## src/rtl/rtc_pkg.sv

```systemverilog
package rtc_pkg;

  typedef struct packed {
    logic [7:0] cen;
    logic [7:0] yr;
    logic [7:0] mon;
    logic [7:0] date;
    logic [7:0] dow;
    logic [7:0] hr;
    logic [7:0] mins;
    logic [7:0] sec;
  } rtc_time_t;

  localparam rtc_time_t RTC_RESET = '{cen: 8'h00, yr: 8'h00, mon: 8'h01, date: 8'h01,
                                      dow: 8'h01, hr: 8'h00, mins: 8'h00, sec: 8'h00};

  function automatic logic [7:0] bcd_inc(input logic [7:0] v);
    if (v[3:0] == 4'd9) return {v[7:4] + 4'd1, 4'd0};
    return v + 8'd1;
  endfunction

  // last legal date of a month, BCD
  function automatic logic [7:0] month_last(input logic [7:0] mon, input logic [7:0] yr);
    logic [1:0] m4;
    m4 = {yr[4], 1'b0} + yr[1:0];  // year mod 4 (tens*10 mod 4 = 2*tens[0])
    case (mon)
      8'h02:                      return (m4 == 2'd0) ? 8'h29 : 8'h28;
      8'h04, 8'h06, 8'h09, 8'h11: return 8'h30;
      default:                    return 8'h31;
    endcase
  endfunction

  function automatic logic bcd_ok(input logic [7:0] v, input logic [7:0] lo, input logic [7:0] hi);
    return (v[3:0] <= 4'd9) && (v >= lo) && (v <= hi);
  endfunction

  function automatic logic time_ok(input rtc_time_t t);
    return bcd_ok(t.sec, 8'h00, 8'h59) && bcd_ok(t.mins, 8'h00, 8'h59) &&
           bcd_ok(t.hr, 8'h00, 8'h23) && bcd_ok(t.dow, 8'h01, 8'h07) &&
           bcd_ok(t.date, 8'h01, month_last(t.mon, t.yr)) && bcd_ok(t.mon, 8'h01, 8'h12) &&
           bcd_ok(t.yr, 8'h00, 8'h99) && bcd_ok(t.cen, 8'h00, 8'h39);
  endfunction

endpackage

```

## src/rtl/rtc_chain.sv

```systemverilog
module rtc_chain
  import rtc_pkg::*;
(
  input  rtc_time_t cur,
  input  logic      adv,
  output rtc_time_t nxt
);

  logic c_sec, c_min, c_hr, c_date, c_mon, c_yr;

  always_comb begin
    c_sec  = adv && (cur.sec == 8'h59);
    c_min  = c_sec && (cur.mins == 8'h59);
    c_hr   = c_min && (cur.hr == 8'h23);
    c_date = c_hr && (cur.date == month_last(cur.mon, cur.yr));
    c_mon  = c_date && (cur.mon == 8'h12);
    c_yr   = c_mon && (cur.yr == 8'h99);

    nxt = cur;
    if (adv)   nxt.sec  = c_sec ? 8'h00 : bcd_inc(cur.sec);
    if (c_sec) nxt.mins = c_min ? 8'h00 : bcd_inc(cur.mins);
    if (c_min) nxt.hr   = c_hr ? 8'h00 : bcd_inc(cur.hr);
    if (c_hr) begin
      nxt.dow  = (cur.dow == 8'h07) ? 8'h01 : bcd_inc(cur.dow);
      nxt.date = c_date ? 8'h01 : bcd_inc(cur.date);
    end
    if (c_date) nxt.mon = c_mon ? 8'h01 : bcd_inc(cur.mon);
    if (c_mon)  nxt.yr  = c_yr ? 8'h00 : bcd_inc(cur.yr);
    if (c_yr)   nxt.cen = (cur.cen == 8'h39) ? 8'h00 : bcd_inc(cur.cen);
  end

  always_comb begin
    if (adv && time_ok(cur)) begin
      AST_CHAIN_LEGAL: assert (time_ok(nxt));
    end
  end

endmodule

```

## src/rtl/rtc_ram.sv

```systemverilog
module rtc_ram #(
  parameter int ADDR_W = 8,
  parameter int DEPTH  = 248
) (
  input  logic              clk,
  input  logic              we,
  input  logic [ADDR_W-1:0] addr,
  input  logic [7:0]        wdata,
  output logic [7:0]        rdata
);

  logic [7:0] mem [DEPTH];

  always_ff @(posedge clk) begin
    if (we) mem[addr] <= wdata;
  end

  assign rdata = mem[addr];

endmodule

```

## src/rtl/bcd_rtc_bank.sv

```systemverilog
module bcd_rtc_bank
  import rtc_pkg::*;
#(
  parameter int ADDR_W = 8
) (
  input  logic              clk,
  input  logic              rst_n,
  input  logic              tick_1hz,
  input  logic              ce_n,
  input  logic              oe_n,
  input  logic              we_n,
  input  logic [ADDR_W-1:0] addr,
  input  logic [7:0]        dq_in,
  output logic [7:0]        dq_out,
  output logic              dq_oe
);

  localparam int SPACE     = 2 ** ADDR_W;
  localparam int RAM_DEPTH = SPACE - 8;

  // reset: asserted asynchronously, released on clk
  logic [1:0] rst_sync;
  logic       rst_i_n;
  always_ff @(posedge clk or negedge rst_n) begin
    if (!rst_n) rst_sync <= 2'b00;
    else        rst_sync <= {rst_sync[0], 1'b1};
  end
  assign rst_i_n = rst_sync[1];

  // bus decode
  logic       wr_act, wr_act_q, wr_go, rd_en, in_clk, clk_wr, ram_we;
  logic [2:0] sel;
  assign wr_act = !ce_n && !we_n;
  assign wr_go  = wr_act && !wr_act_q;
  assign rd_en  = !ce_n && !oe_n && we_n;
  assign in_clk = &addr[ADDR_W-1:3];
  assign sel    = addr[2:0];
  assign clk_wr = wr_go && in_clk;
  assign ram_we = wr_go && !in_clk;

  // state
  rtc_time_t cnt_q, cnt_d, ld_q, ld_d, snap_q, snap_d, chain_nxt, view;
  logic stop_q, stop_d, w_q, w_d, r_q, r_d, ft_q, ft_d, adv;

  assign adv = tick_1hz && !stop_q && !w_q;

  rtc_chain u_chain (.cur(cnt_q), .adv(adv), .nxt(chain_nxt));

  always_comb begin
    cnt_d  = chain_nxt;
    ld_d   = ld_q;
    snap_d = snap_q;
    stop_d = stop_q;
    w_d    = w_q;
    r_d    = r_q;
    ft_d   = ft_q;
    if (clk_wr) begin
      case (sel)
        3'd0: begin
          w_d = dq_in[7];
          r_d = dq_in[6];
          if (dq_in[7]) begin
            if (!w_q) ld_d = cnt_q;
            ld_d.cen = {2'b00, dq_in[5:0]};
          end else if (w_q) begin
            cnt_d = ld_q;
          end
          if (dq_in[6] && !r_q) snap_d = cnt_q;
        end
        3'd1: begin
          stop_d = dq_in[7];
          if (w_q) ld_d.sec = {1'b0, dq_in[6:0]};
        end
        3'd2: if (w_q) ld_d.mins = {1'b0, dq_in[6:0]};
        3'd3: if (w_q) ld_d.hr = {2'b00, dq_in[5:0]};
        3'd4: begin
          ft_d = dq_in[6];
          if (w_q) ld_d.dow = {5'b00000, dq_in[2:0]};
        end
        3'd5: if (w_q) ld_d.date = {2'b00, dq_in[5:0]};
        3'd6: if (w_q) ld_d.mon = {3'b000, dq_in[4:0]};
        default: if (w_q) ld_d.yr = dq_in;
      endcase
    end
  end

  always_ff @(posedge clk or negedge rst_i_n) begin
    if (!rst_i_n) begin
      cnt_q    <= RTC_RESET;
      ld_q     <= RTC_RESET;
      snap_q   <= RTC_RESET;
      stop_q   <= 1'b0;
      w_q      <= 1'b0;
      r_q      <= 1'b0;
      ft_q     <= 1'b0;
      wr_act_q <= 1'b0;
    end else begin
      cnt_q    <= cnt_d;
      ld_q     <= ld_d;
      snap_q   <= snap_d;
      stop_q   <= stop_d;
      w_q      <= w_d;
      r_q      <= r_d;
      ft_q     <= ft_d;
      wr_act_q <= wr_act;
    end
  end

  // RAM below the clock window
  logic [7:0] ram_rd;
  rtc_ram #(.ADDR_W(ADDR_W), .DEPTH(RAM_DEPTH)) u_ram (
    .clk(clk), .we(ram_we), .addr(addr), .wdata(dq_in), .rdata(ram_rd)
  );

  // read path
  logic [7:0] clk_rd;
  assign view = w_q ? ld_q : (r_q ? snap_q : cnt_q);
  always_comb begin
    case (sel)
      3'd0:    clk_rd = view.cen | {w_q, r_q, 6'b0};
      3'd1:    clk_rd = view.sec | {stop_q, 7'b0};
      3'd2:    clk_rd = view.mins;
      3'd3:    clk_rd = view.hr;
      3'd4:    clk_rd = view.dow | {1'b1, ft_q, 6'b0};
      3'd5:    clk_rd = view.date;
      3'd6:    clk_rd = view.mon;
      default: clk_rd = view.yr;
    endcase
  end

  assign dq_oe  = rd_en;
  assign dq_out = rd_en ? (in_clk ? clk_rd : ram_rd) : 8'h00;

  // assertions
  AST_ADDR_HELD: assert property (@(posedge clk) disable iff (!rst_i_n)
    (wr_act && wr_act_q) |-> $stable(addr));
  AST_STOP_FREEZE: assert property (@(posedge clk) disable iff (!rst_i_n)
    (stop_q && !clk_wr) |=> $stable(cnt_q));
  AST_LOAD_HOLD: assert property (@(posedge clk) disable iff (!rst_i_n)
    (w_q && !clk_wr) |=> $stable(cnt_q));
  AST_LOAD_XFER: assert property (@(posedge clk) disable iff (!rst_i_n)
    (clk_wr && sel == 3'd0 && !dq_in[7] && w_q) |=> (cnt_q == $past(ld_q)));
  AST_SNAP_HOLD: assert property (@(posedge clk) disable iff (!rst_i_n)
    (r_q && !clk_wr) |=> $stable(snap_q));

endmodule

```

## config.mk

```make
export PLATFORM = sky130hd
export DESIGN_NAME = bcd_rtc_bank
export DESIGN_NICKNAME = d
export VERILOG_FILES = /design/src/rtl/rtc_pkg.sv /design/src/rtl/rtc_chain.sv /design/src/rtl/rtc_ram.sv /design/src/rtl/bcd_rtc_bank.sv
export SDC_FILE = /design/constraint.sdc
export NUM_CORES = 2
export LEC_CHECK = 0
export BUFFER_PORTS_ARGS = -buffer_cell sky130_fd_sc_hd__buf_2
export CORE_ASPECT_RATIO = 0.6
export CORE_UTILIZATION = 30
export CTS_BUF_LIST = sky130_fd_sc_hd__clkbuf_4
export CTS_CLUSTER_DIAMETER = 40
export DETAILED_ROUTE_END_ITERATION = 16
export GPL_ROUTABILITY_DRIVEN = 0
export PLACE_DENSITY = 0.48
export SETUP_SLACK_MARGIN = 0.5
export SYNTH_ARGS = -nofsm -noshare
export SYNTH_HDL_FRONTEND = slang
export SYNTH_SLANG_ARGS = --single-unit
```

## constraint.sdc

```tcl
create_clock -name clk -period 17.8 [get_ports clk]
set_input_delay 3.56 -clock clk [delete_from_list [all_inputs] [get_ports clk]]
set_output_delay 3.56 -clock clk [all_outputs]
set_load 0.005 [all_outputs]
```

==> out/results.tsv <==
stage	metric	value	unit
clocking	Bufs on Longest Clock Path	4	
outcome	outcome	finished, final reports clean	
yosys	synth unique cells	94	
yosys	total number of yosys warnings	0	
timing	Tightest Pin Transition	1430	ps
timing	RSZ-0062 raised after global routing	false	
timing	relative slew slack	4.17	%
job	Max-Cap Viols	0	
worst_setup_path	CP Launch Type	input pin	
die	Die H	424	um
yosys	Synth top area share	67.0	%
die	Rows	154	
placed_design	hpwl dp	195	mm
clocking	Worst-Skew Late Latency	1290	ps
worst_setup_path	Worst Path Required	14240	ps
worst_setup_path	CP Capture Type	output pin	
cells_and_area	share of cells above drive strength 1	27.3	%
clocking	post_cts resized	0	
pwr	Max VDD drop	53.5	uV
yosys	synth top area cells	edfxtp_1 67%, mux4_2 12%, dfrtp_1 5.2%	
die	Core Region	0.294	mm^2
worst_setup_path	CP max FO	45	
clocking	clock-pin transition on the worst setup and hold timing paths	70	ps
clocking	clock root buffer	clkbuf_4	
yosys	main flop type after synthesis	edfxtp_1	
timing	Tcrit/Tclk final	69.0	%
global_routing	first-pass GRT wire length	418	mm
detailed_routing	final WL	305	mm
die	Die Wd	705	um
yosys	post-synthesis simple-gate area fraction	4.93	%
global_routing	grt total ovfl	0	
yosys	Synth Register Bits	2179	
global_routing	largest net degree at the start of global routing	131	
timing	final setup fails	0	
timing	clk_skew	105	ps
die	IO Pins	31	
yosys	largest family of logic cells by synthesized area	multiplexers	
yosys	mux cell area share after synthesis	15.6	%
cells_and_area	most frequent cells in the layout	1,984 x edfxtp_1, 772 x clkbuf_4, 459 x mux4_2, 365 x nor2_1, 324 x nand2_1	
timing	setup TNS	0	ps
yosys	synthesized area per cell	17.9	um^2
timing	Hold Violations, Final	0	
timing	Final Max Tran Viols	0	
global_routing	gr usage total	19.9	%
yosys	xor and xnor fraction of the mapped netlist area	0.207	%
placed_design	I/O Buffers	30	
cells_and_area	Final Non-Filler Cells	9632	
min_path	Worst Hold Class	flip-flop to flip-flop	
yosys	area share of fa/ha/maj cells after synthesis	0.422	%
clocking	setup bufs post-CTS	0	
worst_setup_path	WS Path Type	input pin to output pin	
pwr	leakage power	32.6	nW
detailed_routing	DRC	0	
yosys	number of enable flip-flop cells after synthesis	1984	
die	Die ar.	0.299	mm^2
timing	Fmax achieved	81.4	MHz
clocking	H-tree levels	6	
cells_and_area	Nets	5410	
detailed_routing	DR pass1 iterations	6	
detailed_routing	via count	52600	
yosys	Post-Synthesis Cells	4964	
detailed_routing	Initial DRC Count	7985	
die	initial core utilization	30.2	%
yosys	post-synth net total	5016	
pwr	PD cells	104	mW/mm^2
global_routing	vias in the first global route	50100	
detailed_routing	routed vias/inst	5.46	
yosys	register area share after synthesis	72.5	%
clocking	Post-CTS Hold Buffers	0	
worst_setup_path	Worst EP arrival	8720	ps
yosys	Synth area leader	edfxtp_1	
timing	minimum clock period	12280	ps
clocking	CTS tree	yes	
global_routing	initial antenna violation count	33	
placed_design	DP Cell Count	8726	
yosys	cell area after synthesis	0.0889	mm^2
yosys	asr flop ratio synth	8.95	%
cells_and_area	most common cell after layout, fill and taps aside	edfxtp_1	
yosys	Synth Area in Compound Gates	4.57	%
detailed_routing	WL/cell	31.6	um
clocking	Num CTS Buffers	530	
clocking	Sink Count	2179	
cells_and_area	P&R area growth vs syn	13.0	%
detailed_routing	Antenna Nets Post-Route	0	
-- worst paths after layout --
path / endpoint / slack [ps] / start / cells after the start
max: dq_out[2] / 5520 / addr[0] / 10
min: rst_sync[1]$_DFF_PN0_ / 350 / rst_sync[0]$_DFF_PN0_ / 0
max reg2reg: cnt_q[54]$_DFF_PN0_ / 13470 / w_q$_DFFE_PN0P_ / 9
min reg2reg: rst_sync[1]$_DFF_PN0_ / 350 / rst_sync[0]$_DFF_PN0_ / 0
max in group asynchronous: rst_sync[1]$_DFF_PN0_ / 15640 / rst_n / 1
min in group asynchronous: snap_q[48]$_DFFE_PN0P_ / 480 / rst_sync[1]$_DFF_PN0_ / 0
-- cell families after synthesis --
group / Yosys count
adder cells (fa/ha/maj): 30
flip-flops: 2179
AO/OA/AOI/OAI: 604
other: 1
XOR/XNOR: 21
AND/OR/NAND/NOR: 984
buffers and inverters: 346
multiplexers: 799
-- metal layers --
| metal | up-vias | wire, um | GRT usage [%] |
|---|---|---|---|
| li1 | 21100 | - | - |
| met1 | 27800 | 148000 | 32.5 |
| met2 | 3197 | 110000 | 23.6 |
| met3 | 468 | 39400 | 7.51 |
| met4 | 16 | 7200 | 5.27 |
| met5 | - | 101 | 0 |
-- synth_stat cells (all sizes together) (18+ instances only) --
library cell / count
a21oi: 91
a31oi: 39
nand2: 333
a22o: 18
a22oi: 78
nor2b: 25
o21ai: 162
edfxtp: 1984
mux2: 75
mux2i: 265
clkbuf: 160
nor2: 368
nand2b: 19
and3: 18
buf: 156
dfrtp: 186
o22ai: 35
inv: 30
mux4: 459
nand4: 20
nor3: 41
nand3: 75
o31ai: 22
a221oi: 18
ha: 30
-- per-stage QoR --
step                worst slack (ps)  hold WS [ps]  cell area, um^2  util (%)  power (mW)
CTS                             5630           354           100000      34.2        10.5
floorplan                       8450           331            88900         -        5.99
global placement                5640           338            93900      31.9        6.30
detailed placement              5630           336            93900      31.9        6.31
finish                          5520           350           100000      34.2        10.4
global route                    5320           373           100000      34.2        10.8
-- state kept, by name, summed over array words and instances, names as in the netlist --
signal,flops
u_ram.mem,1984
cnt_q,64
ld_q,62
snap_q,62
rst_sync,2
ft_q,1
r_q,1
stop_q,1
w_q,1
wr_act_q,1
-- power breakdown --
group          switching (mW)  leakage (nW)  internal (mW)
clock network            2.10          3.93           2.13
registers              0.0165          20.4           5.59
logic                   0.427          8.19          0.173
-- critical path, stage by stage --
cell	delay, ps
buf_8	420
buf_4	670
buf_4	860
mux4_2	600
mux2i_1	850
o22ai_1	250
o211ai_1	320
and4_1	370
a41oi_1	360
buf_2	260
-- area by class of cell --
cell class              count  area (um^2)
multi-input cells        2439        23000
repair buffers            178         1460
inverters                  30          121
well taps                3900         4880
flip-flops and latches   2179        64500
diodes                     12         30.0
clock inverters           122          754
fillers                 28100       194000
clock buffers             772         5800
No activity file was read; power rests on OpenSTA's default activity.
